### src/rtl/keyed_wd_pkg.sv
package keyed_wd_pkg;

    localparam logic [7:0] KEY_ARM  = 8'h55;
    localparam logic [7:0] KEY_FIRE = 8'hAA;

    localparam int DIS_BIT = 2;

    typedef struct packed {
        logic       off;
        logic [1:0] rate;
    } wd_cfg_t;

    typedef enum logic {
        KS_IDLE  = 1'b0,
        KS_ARMED = 1'b1
    } key_state_e;

    // Last count value of an interval of 2^(min_log2+3-rate) enabled cycles.
    function automatic logic [31:0] terminal_count(input int unsigned min_log2,
                                                   input logic [1:0]  rate);
        return (32'd1 << (min_log2 + 32'd3 - 32'(rate))) - 32'd1;
    endfunction

endpackage

### src/rtl/keyed_wd_regs.sv
module keyed_wd_regs
    import keyed_wd_pkg::*;
#(
    parameter int          ADDR_W   = 16,
    parameter logic [ADDR_W-1:0] CFG_ADDR = 16'h003F,
    parameter logic [ADDR_W-1:0] OPT_ADDR = 16'h0039,
    parameter logic [ADDR_W-1:0] SVC_ADDR = 16'h003A
) (
    input  logic              clk,
    input  logic              rst,
    input  logic              wr_en,
    input  logic [ADDR_W-1:0] addr,
    input  logic [7:0]        wdata,
    output wd_cfg_t           cfg,
    output logic              svc_wr
);

    wd_cfg_t cfg_q;

    always_ff @(posedge clk) begin
        if (rst) begin
            cfg_q <= '0;
        end else if (wr_en) begin
            if (addr == CFG_ADDR) cfg_q.off  <= wdata[DIS_BIT];
            if (addr == OPT_ADDR) cfg_q.rate <= wdata[1:0];
        end
    end

    assign cfg    = cfg_q;
    assign svc_wr = wr_en && (addr == SVC_ADDR);

endmodule

### src/rtl/keyed_wd_keyseq.sv
module keyed_wd_keyseq
    import keyed_wd_pkg::*;
(
    input  logic       clk,
    input  logic       rst,
    input  logic       en,
    input  logic       svc_wr,
    input  logic [7:0] wdata,
    output logic       armed,
    output logic       restart
);

    key_state_e state_q;

    always_ff @(posedge clk) begin
        if (rst || !en) begin
            state_q <= KS_IDLE;
        end else if (svc_wr) begin
            state_q <= (wdata == KEY_ARM) ? KS_ARMED : KS_IDLE;
        end
    end

    assign armed   = (state_q == KS_ARMED);
    assign restart = en && svc_wr && armed && (wdata == KEY_FIRE);

endmodule

### src/rtl/keyed_wd_counter.sv
module keyed_wd_counter
    import keyed_wd_pkg::*;
#(
    parameter int MIN_LOG2 = 13
) (
    input  logic       clk,
    input  logic       rst,
    input  logic       en,
    input  logic       ce,
    input  logic       restart,
    input  logic [1:0] rate,
    output logic       expire
);

    localparam int CNT_W = MIN_LOG2 + 3;

    logic [CNT_W-1:0] cnt_q;
    logic [1:0]       lim_q;
    logic [CNT_W-1:0] term;
    logic             tmo_q;

    assign term = CNT_W'(terminal_count(MIN_LOG2, lim_q));

    always_ff @(posedge clk) begin
        if (rst) begin
            cnt_q <= '0;
            lim_q <= '0;
            tmo_q <= 1'b0;
        end else if (!en) begin
            cnt_q <= '0;
            lim_q <= rate;
            tmo_q <= 1'b0;
        end else begin
            tmo_q <= 1'b0;
            if (restart) begin
                cnt_q <= '0;
                lim_q <= rate;
            end else if (ce) begin
                if (cnt_q == term) begin
                    cnt_q <= '0;
                    lim_q <= rate;
                    tmo_q <= 1'b1;
                end else begin
                    cnt_q <= cnt_q + 1'b1;
                end
            end
        end
    end

    assign expire = tmo_q;

endmodule

### src/rtl/keyed_watchdog.sv
module keyed_watchdog
    import keyed_wd_pkg::*;
#(
    parameter int          MIN_LOG2 = 13,
    parameter int          ADDR_W   = 16,
    parameter logic [ADDR_W-1:0] CFG_ADDR = 16'h003F,
    parameter logic [ADDR_W-1:0] OPT_ADDR = 16'h0039,
    parameter logic [ADDR_W-1:0] SVC_ADDR = 16'h003A
) (
    input  logic              clk,
    input  logic              rst,
    input  logic              ce_i,
    input  logic              wr_en_i,
    input  logic [ADDR_W-1:0] addr_i,
    input  logic [7:0]        wdata_i,
    output logic              timeout_o
);

    wd_cfg_t cfg;
    logic    svc_wr;
    logic    key_armed;
    logic    svc_restart;
    logic    wd_on;

    assign wd_on = !cfg.off;

    keyed_wd_regs #(
        .ADDR_W  (ADDR_W),
        .CFG_ADDR(CFG_ADDR),
        .OPT_ADDR(OPT_ADDR),
        .SVC_ADDR(SVC_ADDR)
    ) regs_i (
        .clk   (clk),
        .rst   (rst),
        .wr_en (wr_en_i),
        .addr  (addr_i),
        .wdata (wdata_i),
        .cfg   (cfg),
        .svc_wr(svc_wr)
    );

    keyed_wd_keyseq key_i (
        .clk    (clk),
        .rst    (rst),
        .en     (wd_on),
        .svc_wr (svc_wr),
        .wdata  (wdata_i),
        .armed  (key_armed),
        .restart(svc_restart)
    );

    keyed_wd_counter #(
        .MIN_LOG2(MIN_LOG2)
    ) cnt_i (
        .clk    (clk),
        .rst    (rst),
        .en     (wd_on),
        .ce     (ce_i),
        .restart(svc_restart),
        .rate   (cfg.rate),
        .expire (timeout_o)
    );

endmodule

### config.mk
export PLATFORM = sky130hd
export DESIGN_NAME = keyed_watchdog
export DESIGN_NICKNAME = d
export VERILOG_FILES = /design/src/rtl/keyed_wd_pkg.sv /design/src/rtl/keyed_wd_regs.sv /design/src/rtl/keyed_wd_keyseq.sv /design/src/rtl/keyed_wd_counter.sv /design/src/rtl/keyed_watchdog.sv
export SDC_FILE = /design/constraint.sdc
export NUM_CORES = 1
export LEC_CHECK = 0
export ABC_AREA = 1
export BUFFER_PORTS_ARGS = -buffer_cell sky130_fd_sc_hd__buf_4
export CORE_UTILIZATION = 51
export CTS_BUF_LIST = sky130_fd_sc_hd__clkbuf_8
export CTS_CLUSTER_DIAMETER = 120
export CTS_CLUSTER_SIZE = 12
export DETAILED_ROUTE_END_ITERATION = 6
export PLACE_DENSITY = 0.86
export REMOVE_ABC_BUFFERS = 1
export SLEW_MARGIN = 20
export SYNTH_ARGS = -nofsm -noshare
export SYNTH_HDL_FRONTEND = slang
export SYNTH_SLANG_ARGS = --single-unit
### constraint.sdc
create_clock -name clk -period 1.4 [get_ports clk]
set_clock_uncertainty 0.05 [all_clocks]
set_input_delay 0 -clock clk [delete_from_list [all_inputs] [get_ports clk]]
set_output_delay 0 -clock clk [all_outputs]
set_load 0.05 [all_outputs]
; Yosys cells after proc, flatten, opt, wreduce, memory -nomap -nowiden
; Index checks and enable logic that the tools add are counted.
[word_totals]
reg_bits = 23
output_inout_bits = 1
elab_cells = 37
input_bits = 28
[op_classes]
bitwise_logic = 1
n_shift = 1
n_reduce_logical = 13
add_sub_neg = 3
muxes = 7
n_eq_ne = 6
[op_table]
columns = cell, n
row1 = equality test 16 x 6 -> 1 bit (second input constant), 3
row2 = left shift 1 x 32 -> 16 bit (first input constant), 1
row3 = adder 16 x 1 -> 16 bit (second input constant), 1
row4 = equality test 16 bit, 1
row5 = two-way mux 16 bit, 1
row6 = subtractor 16 x 1 -> 16 bit (second input constant), 1
row7 = equality test 8 x 7 -> 1 bit (second input constant), 1
row8 = equality test 8 bit (second input constant), 1
row9 = two-way mux 2 bit, 4
row10 = AND reduction 2 bit, 3
row11 = nonzero test 3 bit, 2
row12 = subtractor 5 x 2 -> 6 bit (first input constant), 1
row13 = logical AND 1 bit, 4
row14 = OR reduction 4 bit, 1
row15 = OR reduction 3 bit, 1
row16 = two-way mux 1 bit, 2
row17 = zero test 1 bit, 1
row18 = logical OR 1 bit, 1
row19 = NOT 1 bit, 1

; Logic depth before layout (Yosys ltp)
[logic_depth]
ltp_word = 8
ltp_mapped = 11
ltp_nobuf = 11

; Modules after synthesis
; From an unflattened synthesis, not the netlist that was laid out.
[unflattened]
hier_cells = 219
hier_area_um2 = 1340.0
[modules_own_cells]
columns = mod, seq_area_each_um2, area_each_um2, cells_each, instances
row1 = keyed_wd_counter, 380.4, 980.9, 151, 1
row2 = keyed_wd_regs, 60.1, 237.7, 44, 1
row3 = keyed_wd_keyseq, 20.0, 117.6, 23, 1
row4 = keyed_watchdog, 0.0, 3.8, 1, 1

; Worst setup path before layout
; Ideal clock, no wire load.
[synth_path]
path_type = reg-to-reg
startpoint = reg cnt_i.cnt_q[0]
endpoint = reg cnt_i.cnt_q[9]
n_path_buf = 1
setup_time_ps = 116
synth_period_minus_slack_ps = 1492
arrival_ps = 1326
stages_incl_launch_ff = 10
slack_ps = -92
required_ps = 1234
path_cell_list = dfxtp_1 -> ha_1 -> nand2_1 -> nor2_1 -> nand2_1 -> nor2_1 -> nand3_2 -> nand4_4 -> buf_12 -> nor2_1
[synth_via]
elab_chain_len = 2
elab_cells_between_ends = 3
cone_classes = add/sub (1) / eq/ne (1) / mux (1)
[synth_rtl]
columns = item, line_no
row1 = from (decl), keyed_wd_counter.sv:17  ; logic [CNT_W-1:0] cnt_q;
row2 = from (signal assigned), keyed_wd_counter.sv:44  ; cnt_q <= cnt_q + 1'b1;
row3 = adder 16 x 1 -> 16 bit or equality test 16 bit (tied branches), "keyed_wd_counter.sv:44, keyed_wd_counter.sv:39"
row4 = two-way mux 16 bit *, keyed_wd_counter.sv:39  ; if (cnt_q == term) begin
; Every way passes the cells marked *; elsewhere a longest branch is shown, timed or not.
; A chain may end at the register's enable or synchronous reset.

; Worst setup path in the final report
[layout_path]
startpoint = reg cnt_i.cnt_q[1]
endpoint = reg cnt_i.cnt_q[0]
[layout_via]
elab_chain_len = 2
[layout_rtl]
columns = item, line_no
row1 = equality test 16 bit, keyed_wd_counter.sv:39
row2 = two-way mux 16 bit, keyed_wd_counter.sv:39
; Every way passes these cells.

==> summary.txt <==
Synthesis
  – Synth Area per Inst: roughly 6.5 um^2
  – Synth Register Bits: 23
  – Cell area after synthesis: about 1500 um^2
  – Synth Area in Simple Gates: 45.6%
  – Compound-gate portion of the synthesized area: 4.37%
  – Yosys top cell by area: dfxtp_1
  – Main combinational cell family by area after synthesis: simple AND/OR/NAND/NOR gates
  – Post-synth EDFFs: 0
  – Largest cells by area after synthesis: dfxtp_1 30%, nand2_1 14%, nor2_1 9.6%, inv_1 9.4%, nand3_1 5.9%
  – Ys flop type: dfxtp_1
  – Count leader, synth: nand2_1
  – YS warnings: 0
  – Synth cell types: 25
  – Post-synth top cells: 56 x nand2_1, 39 x nor2_1, 38 x inv_1
  – Async SR Flop Fraction: 0%
  – Post-Synthesis Cells: around 230
  – Synth Area in XOR/XNOR: 5.77%
  – Mux share of post-synthesis cell area: 0%
  – Post-Synth Adder-Cell Area: 2.47%
  – Top cell type's share of synthesized area: between 30% and 40%
  – Seq/Total Area, Yosys: roughly 30%

Global routing
  – GR Overflow Total: 0
  – Largest net degree at the start of global routing: 13
  – Vias in the first global route: about 1600
  – Initial antenna violation count: 0
  – First-pass GRT wire length: 6.55 mm
  – Gr usage total: between 20% and 30%

Hold path
  – Min-delay src: addr_i[1]
  – Hold path cells: 4
  – Min-delay worst type: input port to flip-flop
  – Min-Delay Endpoint: regs_i.cfg[1]$_SDFFE_PP0P_

Timing
  – Peak Freq: roughly 0.7 GHz
  – Minimum clock period: 1.43 ns
  – Final worst slack: -0.0270 ns
  – Final setup fails: 14
  – Hold slack: approximately 0.055 ns
  – Endpoints failing hold: 0
  – Final Cycle Share: 102%
  – RSZ-0062 raised after global routing: true
  – Max Slew Vio Count: 0

Routing
  – Drt drc: 0
  – Wirelength per Cell: about 12 um
  – First-pass DRT Iterations: 4
  – Antenna viol nets, final: 0
  – Post-DR vias/cell: 5.07
  – Number of DRC markers in iteration 0: 70
  – Wirelength, routed: ~3.9 mm
  – Total number of vias: 1679

Clocking
  – Root Driver: clkbuf_8
  – H-tree level count: 1
  – CTS buffer count: 3
  – CTS max path bufs: 2
  – Skew-Pair Late Insertion Delay: roughly 0.27 ns
  – CTS tree: built
  – CTS Sinks: 23
  – CTS clock-pin slew for the worst setup and hold paths: about 0.08 ns

Finish
  – P&R area growth vs syn: 45.8%
  – Finished Layout Cells: about 330
  – Ant diodes: 0
  – Ratio of cells with drive above 1 in the final layout: a little over a third
  – NumNets Final: about 330

Run status
  – Status: finished, violations left
  – Failing checks: setup timing

Setup path
  – Crit path launch type: flip-flop
  – CP Data Required Time: 1.51 ns
  – R2R Path Start: cnt_i.cnt_q[1]$_SDFFE_PP0P_
  – WP data arrival: between 1.5 and 2 ns
  – Critical path peak fanout: 7
  – Setup CP Type: flip-flop to flip-flop
  – Reg2Reg Depth: 8
  – FF-to-FF setup slack: -0.03 ns
  – RR Endpoint: cnt_i.cnt_q[0]$_SDFFE_PP0P_
  – Worst Setup End Kind: flip-flop

Pwr
  – Comb power frac: between 10% and 20%
  – Switching share of total power: a little under a quarter
  – Internal: 953 uW
  – VDD IR-drop max: 0.523 mV
  – Clock power share: 33.1%
  – Switching power: just under 300 uW
  – Power Dens Cells: ~570 nW/um^2
  – Leakage: roughly 0.0011 uW
  – Reg power frac: 53.0%
  – Total Power: 1250 uW

Die
  – DIE HEIGHT: roughly 57 um
  – # IOs: 29
  – Die width: approximately 57 um
  – Die area: 3200 um^2
  – FP Rows: 19
  – Starting Density: approximately 55%
  – Core footprint: approximately 2800 um^2

Placed design
  – Routability cong.: around 0.8
  – Placed Cells incl. Taps: between 300 and 400
  – HPWL after DPL: about 2.6 mm
  – IO Port Bufs: 28
  – Place WS: -0.135 ns

Job
  – Max Cap Viol: 0
-- state kept, by name (all words and copies together) (netlist names) --
| name | cells |
|---|---|
| cnt_i.expire | 1 |
| cnt_i.lim_q | 2 |
| cnt_i.cnt_q | 16 |
| key_i.armed | 1 |
| regs_i.cfg | 3 |
-- final cells by class --
type,count,area [um^2]
clock buffers,3,41.3
clock inverters,1,3.75
fillers,177,568
inverters,39,149
multi-input cells,173,1020
flip-flops and latches,23,473
well taps,31,38.8
repair buffers,61,483
-- power groups by stage --
stage | Clock, uW | Sequential [uW] | Combinational [uW]
2_1_floorplan | 0 | 677 | 53.1
3_3_place_gp | 0 | 676 | 134
3_5_place_dp | 0 | 676 | 137
4_1_cts | 421 | 664 | 157
5_1_grt | 443 | 664 | 194
6_report | 414 | 663 | 174
-- per-stage QoR --
| stage | util, % | setup TNS [ns] | area [um^2] |
|---|---|---|---|
| floorplan | - | -0.592 | 1510 |
| global placement | 69.0 | -1.31 | 1920 |
| detailed placement | 69.0 | -1.58 | 1920 |
| CTS | 74.9 | -0.854 | 2080 |
| global route | 79.6 | -1.73 | 2210 |
| finish | 79.6 | -0.175 | 2210 |
-- worst max-delay path by stage --
| stage | startpoint | to | slack, ns | cells past startpoint |
|---|---|---|---|---|
| after global placement | cnt_i.cnt_q[0]$_SDFFE_PP0P_ | cnt_i.cnt_q[11]$_SDFFE_PP0P_ | -0.12 | 8 |
| final | cnt_i.cnt_q[1]$_SDFFE_PP0P_ | cnt_i.cnt_q[0]$_SDFFE_PP0P_ | -0.03 | 8 |
| after detailed placement | cnt_i.cnt_q[1]$_SDFFE_PP0P_ | cnt_i.cnt_q[11]$_SDFFE_PP0P_ | -0.13 | 8 |
| after floorplan | cnt_i.cnt_q[0]$_SDFFE_PP0P_ | cnt_i.cnt_q[10]$_SDFFE_PP0P_ | -0.06 | 8 |
| after CTS | cnt_i.cnt_q[0]$_SDFFE_PP0P_ | cnt_i.cnt_q[11]$_SDFFE_PP0P_ | -0.06 | 8 |
| after global routing | cnt_i.cnt_q[1]$_SDFFE_PP0P_ | cnt_i.lim_q[1]$_SDFFE_PP0P_ | -0.14 | 10 |
-- worst max-delay path, cell delays in order, from the launching register on --
cell	delay, ns
dfxtp_4	0.37
ha_4	0.15
nand2_4	0.06
nor2_1	0.10
nand2_1	0.08
nor2_2	0.12
nand3_4	0.15
nand4_4	0.17
a21oi_1	0.06
-- routing by layer --
metal / vias up / routed length (um) / share of wire (%) / GRT usage (%)
li1: 852 / - / - / -
met1: 773 / 1560 / 40 / 32.1
met2: 45 / 2080 / 53 / 44.7
met3: 9 / 193 / 4.9 / 3.46
met4: 0 / 80 / 2.0 / 11.1
met5: - / 0 / 0 / 0
-- cells in the final DEF, fill, tap and decap left out, types with 5 or more instances in the layout --
master,instances
inv_1,36
nand2_1,53
buf_4,52
nand2_2,5
nor2_2,12
a21oi_1,5
nand3_1,13
dfxtp_2,7
nand4_1,5
dlygate4sd3_1,7
nor2_1,36
dfxtp_1,15
-- logic make-up after synthesis --
kind of cell / count (synthesis)
buffers and inverters: 40
adder cells (fa/ha/maj): 3
XOR/XNOR: 10
AO/OA/AOI/OAI: 11
other: 2
flip-flops: 23
AND/OR/NAND/NOR: 144
-- what timing repair did --
| action | CTS | global route |
|---|---|---|
| pin swaps | 5 | 17 |
| gates resized for setup | 8 | 30 |
| gates cloned | 1 | 0 |
| buffers inserted | 0 | 4 |
| endpoints found under the hold margin | 5 | 0 |
| setup endpoints to repair | 16 | 20 |
| hold buffers | 7 | 0 |
No activity file was read; power rests on OpenSTA's default activity.
